<file path="src/rtl/pfx_nucleus_pkg.sv">
package pfx_nucleus_pkg;

    typedef struct packed {
        logic gen;
        logic prop;
    } gp_pair_t;

    // Black cell: combine a high group with the adjacent lower group.
    function automatic gp_pair_t black_cell(gp_pair_t hi, gp_pair_t lo);
        gp_pair_t r;
        r.gen  = hi.gen | (hi.prop & lo.gen);
        r.prop = hi.prop & lo.prop;
        return r;
    endfunction

    // Gray cell: only the generate term survives (final carry forming).
    function automatic logic gray_cell(gp_pair_t hi, logic lo_gen);
        return hi.gen | (hi.prop & lo_gen);
    endfunction

endpackage

</file>
<file path="src/rtl/pfx_bit_prep.sv">
module pfx_bit_prep #(
    parameter int W = 8
) (
    input  logic [W-1:0] opa_i,
    input  logic [W-1:0] opb_i,
    output logic [W-1:0] bit_gen_o,
    output logic [W-1:0] bit_prop_o
);
    for (genvar i = 0; i < W; i++) begin : g_bit
        assign bit_gen_o[i]  = opa_i[i] & opb_i[i];
        assign bit_prop_o[i] = opa_i[i] ^ opb_i[i];
    end
endmodule

</file>
<file path="src/rtl/pfx_ks_tree.sv">
module pfx_ks_tree
    import pfx_nucleus_pkg::*;
#(
    parameter int W = 8
) (
    input  logic [W-1:0] bit_gen_i,
    input  logic [W-1:0] bit_prop_i,
    output logic [W-1:0] pre_gen_o,   // G[i:0] for every i
    output logic [W-1:0] pre_prop_o   // P[i:0] for every i
);
    localparam int LEVELS = $clog2(W);

    logic [W-1:0] g_cur, p_cur, g_nxt, p_nxt;

    always_comb begin
        g_cur = bit_gen_i;
        p_cur = bit_prop_i;
        g_nxt = bit_gen_i;
        p_nxt = bit_prop_i;
        for (int lvl = 0; lvl < LEVELS; lvl++) begin
            g_nxt = g_cur;
            p_nxt = p_cur;
            for (int i = (1 << lvl); i < W; i++) begin
                gp_pair_t hi, lo, r;
                hi.gen  = g_cur[i];
                hi.prop = p_cur[i];
                lo.gen  = g_cur[i - (1 << lvl)];
                lo.prop = p_cur[i - (1 << lvl)];
                r       = black_cell(hi, lo);
                g_nxt[i] = r.gen;
                p_nxt[i] = r.prop;
            end
            g_cur = g_nxt;
            p_cur = p_nxt;
        end
        pre_gen_o  = g_cur;
        pre_prop_o = p_cur;
    end
endmodule

</file>
<file path="src/rtl/pfx_carry_merge.sv">
module pfx_carry_merge
    import pfx_nucleus_pkg::*;
#(
    parameter int W = 8
) (
    input  logic [W-1:0] pre_gen_i,
    input  logic [W-1:0] pre_prop_i,
    input  logic [W-1:0] bit_prop_i,
    input  logic         cin_i,
    output logic [W-1:0] sum_o
);
    logic [W-1:0] carry_in_bit;

    assign carry_in_bit[0] = cin_i;

    for (genvar i = 1; i < W; i++) begin : g_merge
        gp_pair_t grp;
        assign grp.gen  = pre_gen_i[i-1];
        assign grp.prop = pre_prop_i[i-1];
        assign carry_in_bit[i] = gray_cell(grp, cin_i);
    end

    assign sum_o = bit_prop_i ^ carry_in_bit;

    // Bit W-1 of the prefix terms feeds the group outputs, not a carry here.
    logic unused_top;
    assign unused_top = pre_gen_i[W-1] ^ pre_prop_i[W-1];
endmodule

</file>
<file path="src/rtl/pfx_nucleus_stage.sv">
module pfx_nucleus_stage #(
    parameter int W = 8
) (
    input  logic [W-1:0] opa_i,
    input  logic [W-1:0] opb_i,
    input  logic         cin_i,
    output logic [W-1:0] sum_o,
    output logic         grp_gen_o,
    output logic         grp_prop_o
);
    localparam bit W_IS_POW2 = (W >= 2) && ((W & (W - 1)) == 0);

    if (!W_IS_POW2) begin : g_bad_width
        initial $error("pfx_nucleus_stage: W must be a power of two");
    end

    logic [W-1:0] bit_gen, bit_prop, pre_gen, pre_prop;

    pfx_bit_prep #(.W(W)) u_prep (
        .opa_i      (opa_i),
        .opb_i      (opb_i),
        .bit_gen_o  (bit_gen),
        .bit_prop_o (bit_prop)
    );

    pfx_ks_tree #(.W(W)) u_tree (
        .bit_gen_i  (bit_gen),
        .bit_prop_i (bit_prop),
        .pre_gen_o  (pre_gen),
        .pre_prop_o (pre_prop)
    );

    assign grp_gen_o  = pre_gen[W-1];
    assign grp_prop_o = pre_prop[W-1];

    pfx_carry_merge #(.W(W)) u_merge (
        .pre_gen_i  (pre_gen),
        .pre_prop_i (pre_prop),
        .bit_prop_i (bit_prop),
        .cin_i      (cin_i),
        .sum_o      (sum_o)
    );
endmodule

</file>
<file path="config.mk">
export PLATFORM = sky130hd
export DESIGN_NAME = pfx_nucleus_stage
export DESIGN_NICKNAME = d
export VERILOG_FILES = /design/src/rtl/pfx_nucleus_pkg.sv /design/src/rtl/pfx_bit_prep.sv /design/src/rtl/pfx_ks_tree.sv /design/src/rtl/pfx_carry_merge.sv /design/src/rtl/pfx_nucleus_stage.sv
export SDC_FILE = /design/constraint.sdc
export NUM_CORES = 1
export LEC_CHECK = 0
export ABC_AREA = 1
export BUFFER_PORTS_ARGS = -buffer_cell sky130_fd_sc_hd__buf_2
export CELL_PAD_IN_SITES_DETAIL_PLACEMENT = 1
export CELL_PAD_IN_SITES_GLOBAL_PLACEMENT = 1
export CORE_UTILIZATION = 27
export DETAILED_ROUTE_END_ITERATION = 10
export PLACE_DENSITY_LB_ADDON = 0.1
export RECOVER_POWER = 50
export SLEW_MARGIN = 10
export SYNTH_ARGS = -nofsm -noshare
export SYNTH_HDL_FRONTEND = slang
export SYNTH_HIERARCHICAL = 1
export SYNTH_SLANG_ARGS = --single-unit
export TNS_END_PERCENT = 50
</file>
<file path="constraint.sdc">
create_clock -name vclk -period 1.05
set_input_delay 0.0525 -clock vclk [all_inputs]
set_output_delay 0.0525 -clock vclk [all_outputs]
set_load 0.01 [all_outputs]
</file>
# == Yosys cells after proc, flatten, opt, wreduce, memory -nomap -nowiden ==
# Cells that the tools add are included.
# word_totals
regBits,0
latch_bits,0
ramBits,0
romBits,0
wordCells,82
memories,0
# op_classes
addsub,0
n_mul,0
div_mod_pow,0
magnitude_cmp,0
n_eq_ne,0
n_shift,0
n_mux,0
bitwise_logic,82
n_reduce_logical,0
# ops
cell,n
1-bit bitwise AND,49
1-bit OR,24
1-bit XOR,8
8-bit XOR,1

# == Longest topological paths before layout ==
# depth
ltp_word,8
depth_mapped,11
ltp_nobuf,11

# == Modules after synthesis ==
# Netlist, hierarchy kept.
# modules_own_cells
module,n_inst,cells_per_inst,area_each_um2
pfx_ks_tree,1,54,241.5
pfx_carry_merge,1,51,212.7
pfx_bit_prep,1,8,100.1

# == Worst setup path after synthesis ==
# OpenSTA, ideal clock, no wires.
# synth_timing
kind,input to output
start,input port opa_i[2]
end,output port sum_o[3]
arrival_time_ns,1.004
path_slack_ns,-0.007
stages,6
path_buffers,0
path_cell_list,ha_1 or2_1 and2_1 inv_1 nand3_1 nand2_1
# synth_between
elab_chain_cells,6
word_cells_on_any_way,11
# synth_lines
item,line,source
start: declaration,pfx_nucleus_stage.sv:4,"input logic [W-1:0] opa_i,"
1-bit XOR,pfx_bit_prep.sv:11,assign bit_prop_o[i] = opa_i[i] ^ opb_i[i];
1-bit bitwise AND (on tied branches),"pfx_nucleus_pkg.sv:11, pfx_nucleus_pkg.sv:12",
1-bit OR / 1-bit bitwise AND (equally long branches),pfx_nucleus_pkg.sv:11,r.gen = hi.gen | (hi.prop & lo.gen);
1-bit OR (*),pfx_nucleus_pkg.sv:11,
via pre_gen[2],pfx_nucleus_stage.sv:17,"logic [W-1:0] bit_gen, bit_prop, pre_gen, pre_prop;"
1-bit OR (*),pfx_nucleus_pkg.sv:18,return hi.gen | (hi.prop & lo_gen);
8-bit XOR (*),pfx_carry_merge.sv:23,assign sum_o = bit_prop_i ^ carry_in_bit;
end: declaration,pfx_nucleus_stage.sv:7,"output logic [W-1:0] sum_o,"
# Mark *: on every way through the listed nets, which the timed path passes. The rest lies on a longest branch.

# == Worst setup path after layout ==
# layout_timing
start,input port opb_i[2]
end,output port sum_o[5]
# layout_between
elab_chain_cells,8
word_cells_on_any_way,14
# layout_lines
item,line,source
start: declaration,pfx_nucleus_stage.sv:5,"input logic [W-1:0] opb_i,"
1-bit XOR (*),pfx_bit_prep.sv:11,
via bit_prop[2],pfx_nucleus_stage.sv:17,
1-bit bitwise AND,pfx_nucleus_pkg.sv:11,
1-bit OR,pfx_nucleus_pkg.sv:11,
1-bit bitwise AND,pfx_nucleus_pkg.sv:11,
1-bit OR,pfx_nucleus_pkg.sv:11,
1-bit OR (*),pfx_nucleus_pkg.sv:11,
via pre_gen[4],pfx_nucleus_stage.sv:17,
1-bit OR (*),pfx_nucleus_pkg.sv:18,
8-bit XOR (*),pfx_carry_merge.sv:23,
# Marks and branches as above.

==> reports/summary.txt <==
outcome: finished with violations
failing checks: setup timing
Vias: 784
die area: 0.002238 mm^2
Area growth syn-to-layout: 83.75%
All-Layer GR Usage: 0.1891
WP data required: 1.00 ns
register area: 0 um^2
Starting Density: 0.2854
Buffers on Ports: 27
post-synth cell types: 15
kind of critical path: input port to primary output
largest net degree at the start of global routing: 9
worst hold path class: input port to primary output
commonest non-fill, non-tap cells in the layout: nand2_1 (39), inv_1 (21), buf_2 (19)
Syn Nets: 138
fin util: 0.5245
min cycle time layout: 1.188 ns
Final HPWL DP: 1.415 mm
synth top area cells: nand2_1 (35%), ha_1 (18%), inv_1 (18%), nand3_1 (8.1%), a21oi_1 (2.7%)
Mapped Avg Cell Area: 4.905 um^2
final hold vios: 0
total design power: 0.6348 mW
DR vias/cell: 4.380
initial antenna violation count: 0
RSZ-0062 raised after global routing: true
Post-Route WL: 2.013 mm
# clk buffers: 0
share of cells above drive strength 1: 0.5066
Inst Count DP: 175
antenna-violating nets left: 0
Final setup viols: 8
num rows: 16
Placement Cell Area: 794.5 um^2
Ports: 27
sequential cell area fraction in the yosys report: 0
sequential cell count: 0
drt first-iter violations: 6
endpoint class of the critical path: primary output
DIE HEIGHT: 47.31 um
share of the synthesized area in the top cell type: 0.3454
Arr. time, crit path: 1.14 ns
n_diodes: 0
Mapped Area: 554.3 um^2
slew margin rel.: 0.8757
drt wl/cell: 11.25 um
critical path fanouts, max: 4
Final WS setup: -0.1384 ns
Worst Tran Pin Value: 0.1862 ns
design area: 0.001018 mm^2
number of global-route vias before repair: 728
commonest non-fill, non-tap cell in the layout: nand2_1
remaining global-route overflow: 0
Synth warnings: 6
Synth area leader: nand2_1
area of the core: 0.001942 mm^2
PD cells: 623.3 mW/mm^2
VDD IR max: 0.3261 mV
Leakage: 0.6128 nW
total iterations of the first detailed-routing run: 4
Mapped Cells: 113
GP Congestion: 0.7281
DRC Markers: 0
max cap viols: 0
Final nets: 179
Tcrit/Tclk final: 1.132
fmax: 841.5 MHz
first-pass GRT wire length: 3.139 mm
startpoint types: input port
Die Width: 47.31 um
Final Max Slew Viols: 0
fin cells: 179
-- cells in the mapped netlist --
master and count:
nand2_2 2, nor2_2 2, buf_6 1, nor2_1 4
buf_4 2, nand2_1 51, o21bai_1 1, a21oi_1 3
ha_1 8, xor2_1 1, inv_1 26, or2_1 1
nor3_2 1, nand3_1 9, and2_1 1
-- worst max-delay path, stage by stage --
cell and delay (ns):
buf_6 0.10, ha_4 0.25, or2_4 0.26, nand2_2 0.07
o21bai_1 0.07, inv_1 0.07, nand2_1 0.05, nand2_1 0.05
nand2_1 0.04, buf_2 0.13
-- kinds of logic after synthesis --
family                     count (synthesis)  share of synthesized area
and+or+nand+nor                           71                     0.5395
buffers and inverters                     29                     0.2235
adders and majority gates                  8                     0.1806
AOI/OAI and AO/OA                          4                    0.04063
xor gates and xnor gates                   1                    0.01580
-- per-stage QoR --
| step | setup WS (ns) | setup TNS, ns | hold WS (ns) |
|---|---|---|---|
| 6_report | -0.1384 | -0.6843 | 0.4920 |
| 5_1_grt | -0.2220 | -1.308 | 0.5164 |
| 4_1_cts | -0.1241 | -0.6294 | 0.5148 |
| 3_5_place_dp | -0.2464 | -1.368 | 0.5062 |
| 3_3_place_gp | -0.2179 | -1.207 | 0.5062 |
| 2_1_floorplan | 0.03867 | 0 | 0.2938 |
-- repair_timing --
action                                  4_1_cts  5_1_grt
setup buffers                                 2        2
endpoints found under the setup margin        8        8
hold buffers                                  0        0
resized for setup                            35        6
pin swaps                                    12       16
-- routing by layer --
| metal | wire (um) | track usage |
|---|---|---|
| met5 | 0 | 0 |
| met2 | 1166 | 0.3589 |
| met1 | 816 | 0.2427 |
| met3 | 30 | 0 |
| met4 | 0 | 0.02286 |
-- layout make-up --
type / count / area [um^2]
fill: 277 / 923.4
multi-input combinational: 84 / 596.8
timing repair buffer: 42 / 290.3
inverter: 26 / 97.59
tap: 27 / 33.78
-- report_power, final --
part           internal, mW  switching (mW)
clock network             0               0
registers                 0               0
logic                 0.317           0.317
-- worst paths after layout --
path,startpoint,to,slack [ns],cells past startpoint
max,opb_i[2],sum_o[5],-0.14,10
min,cin_i,sum_o[0],0.49,3
Note: power is estimated with default switching activity, not from simulation.
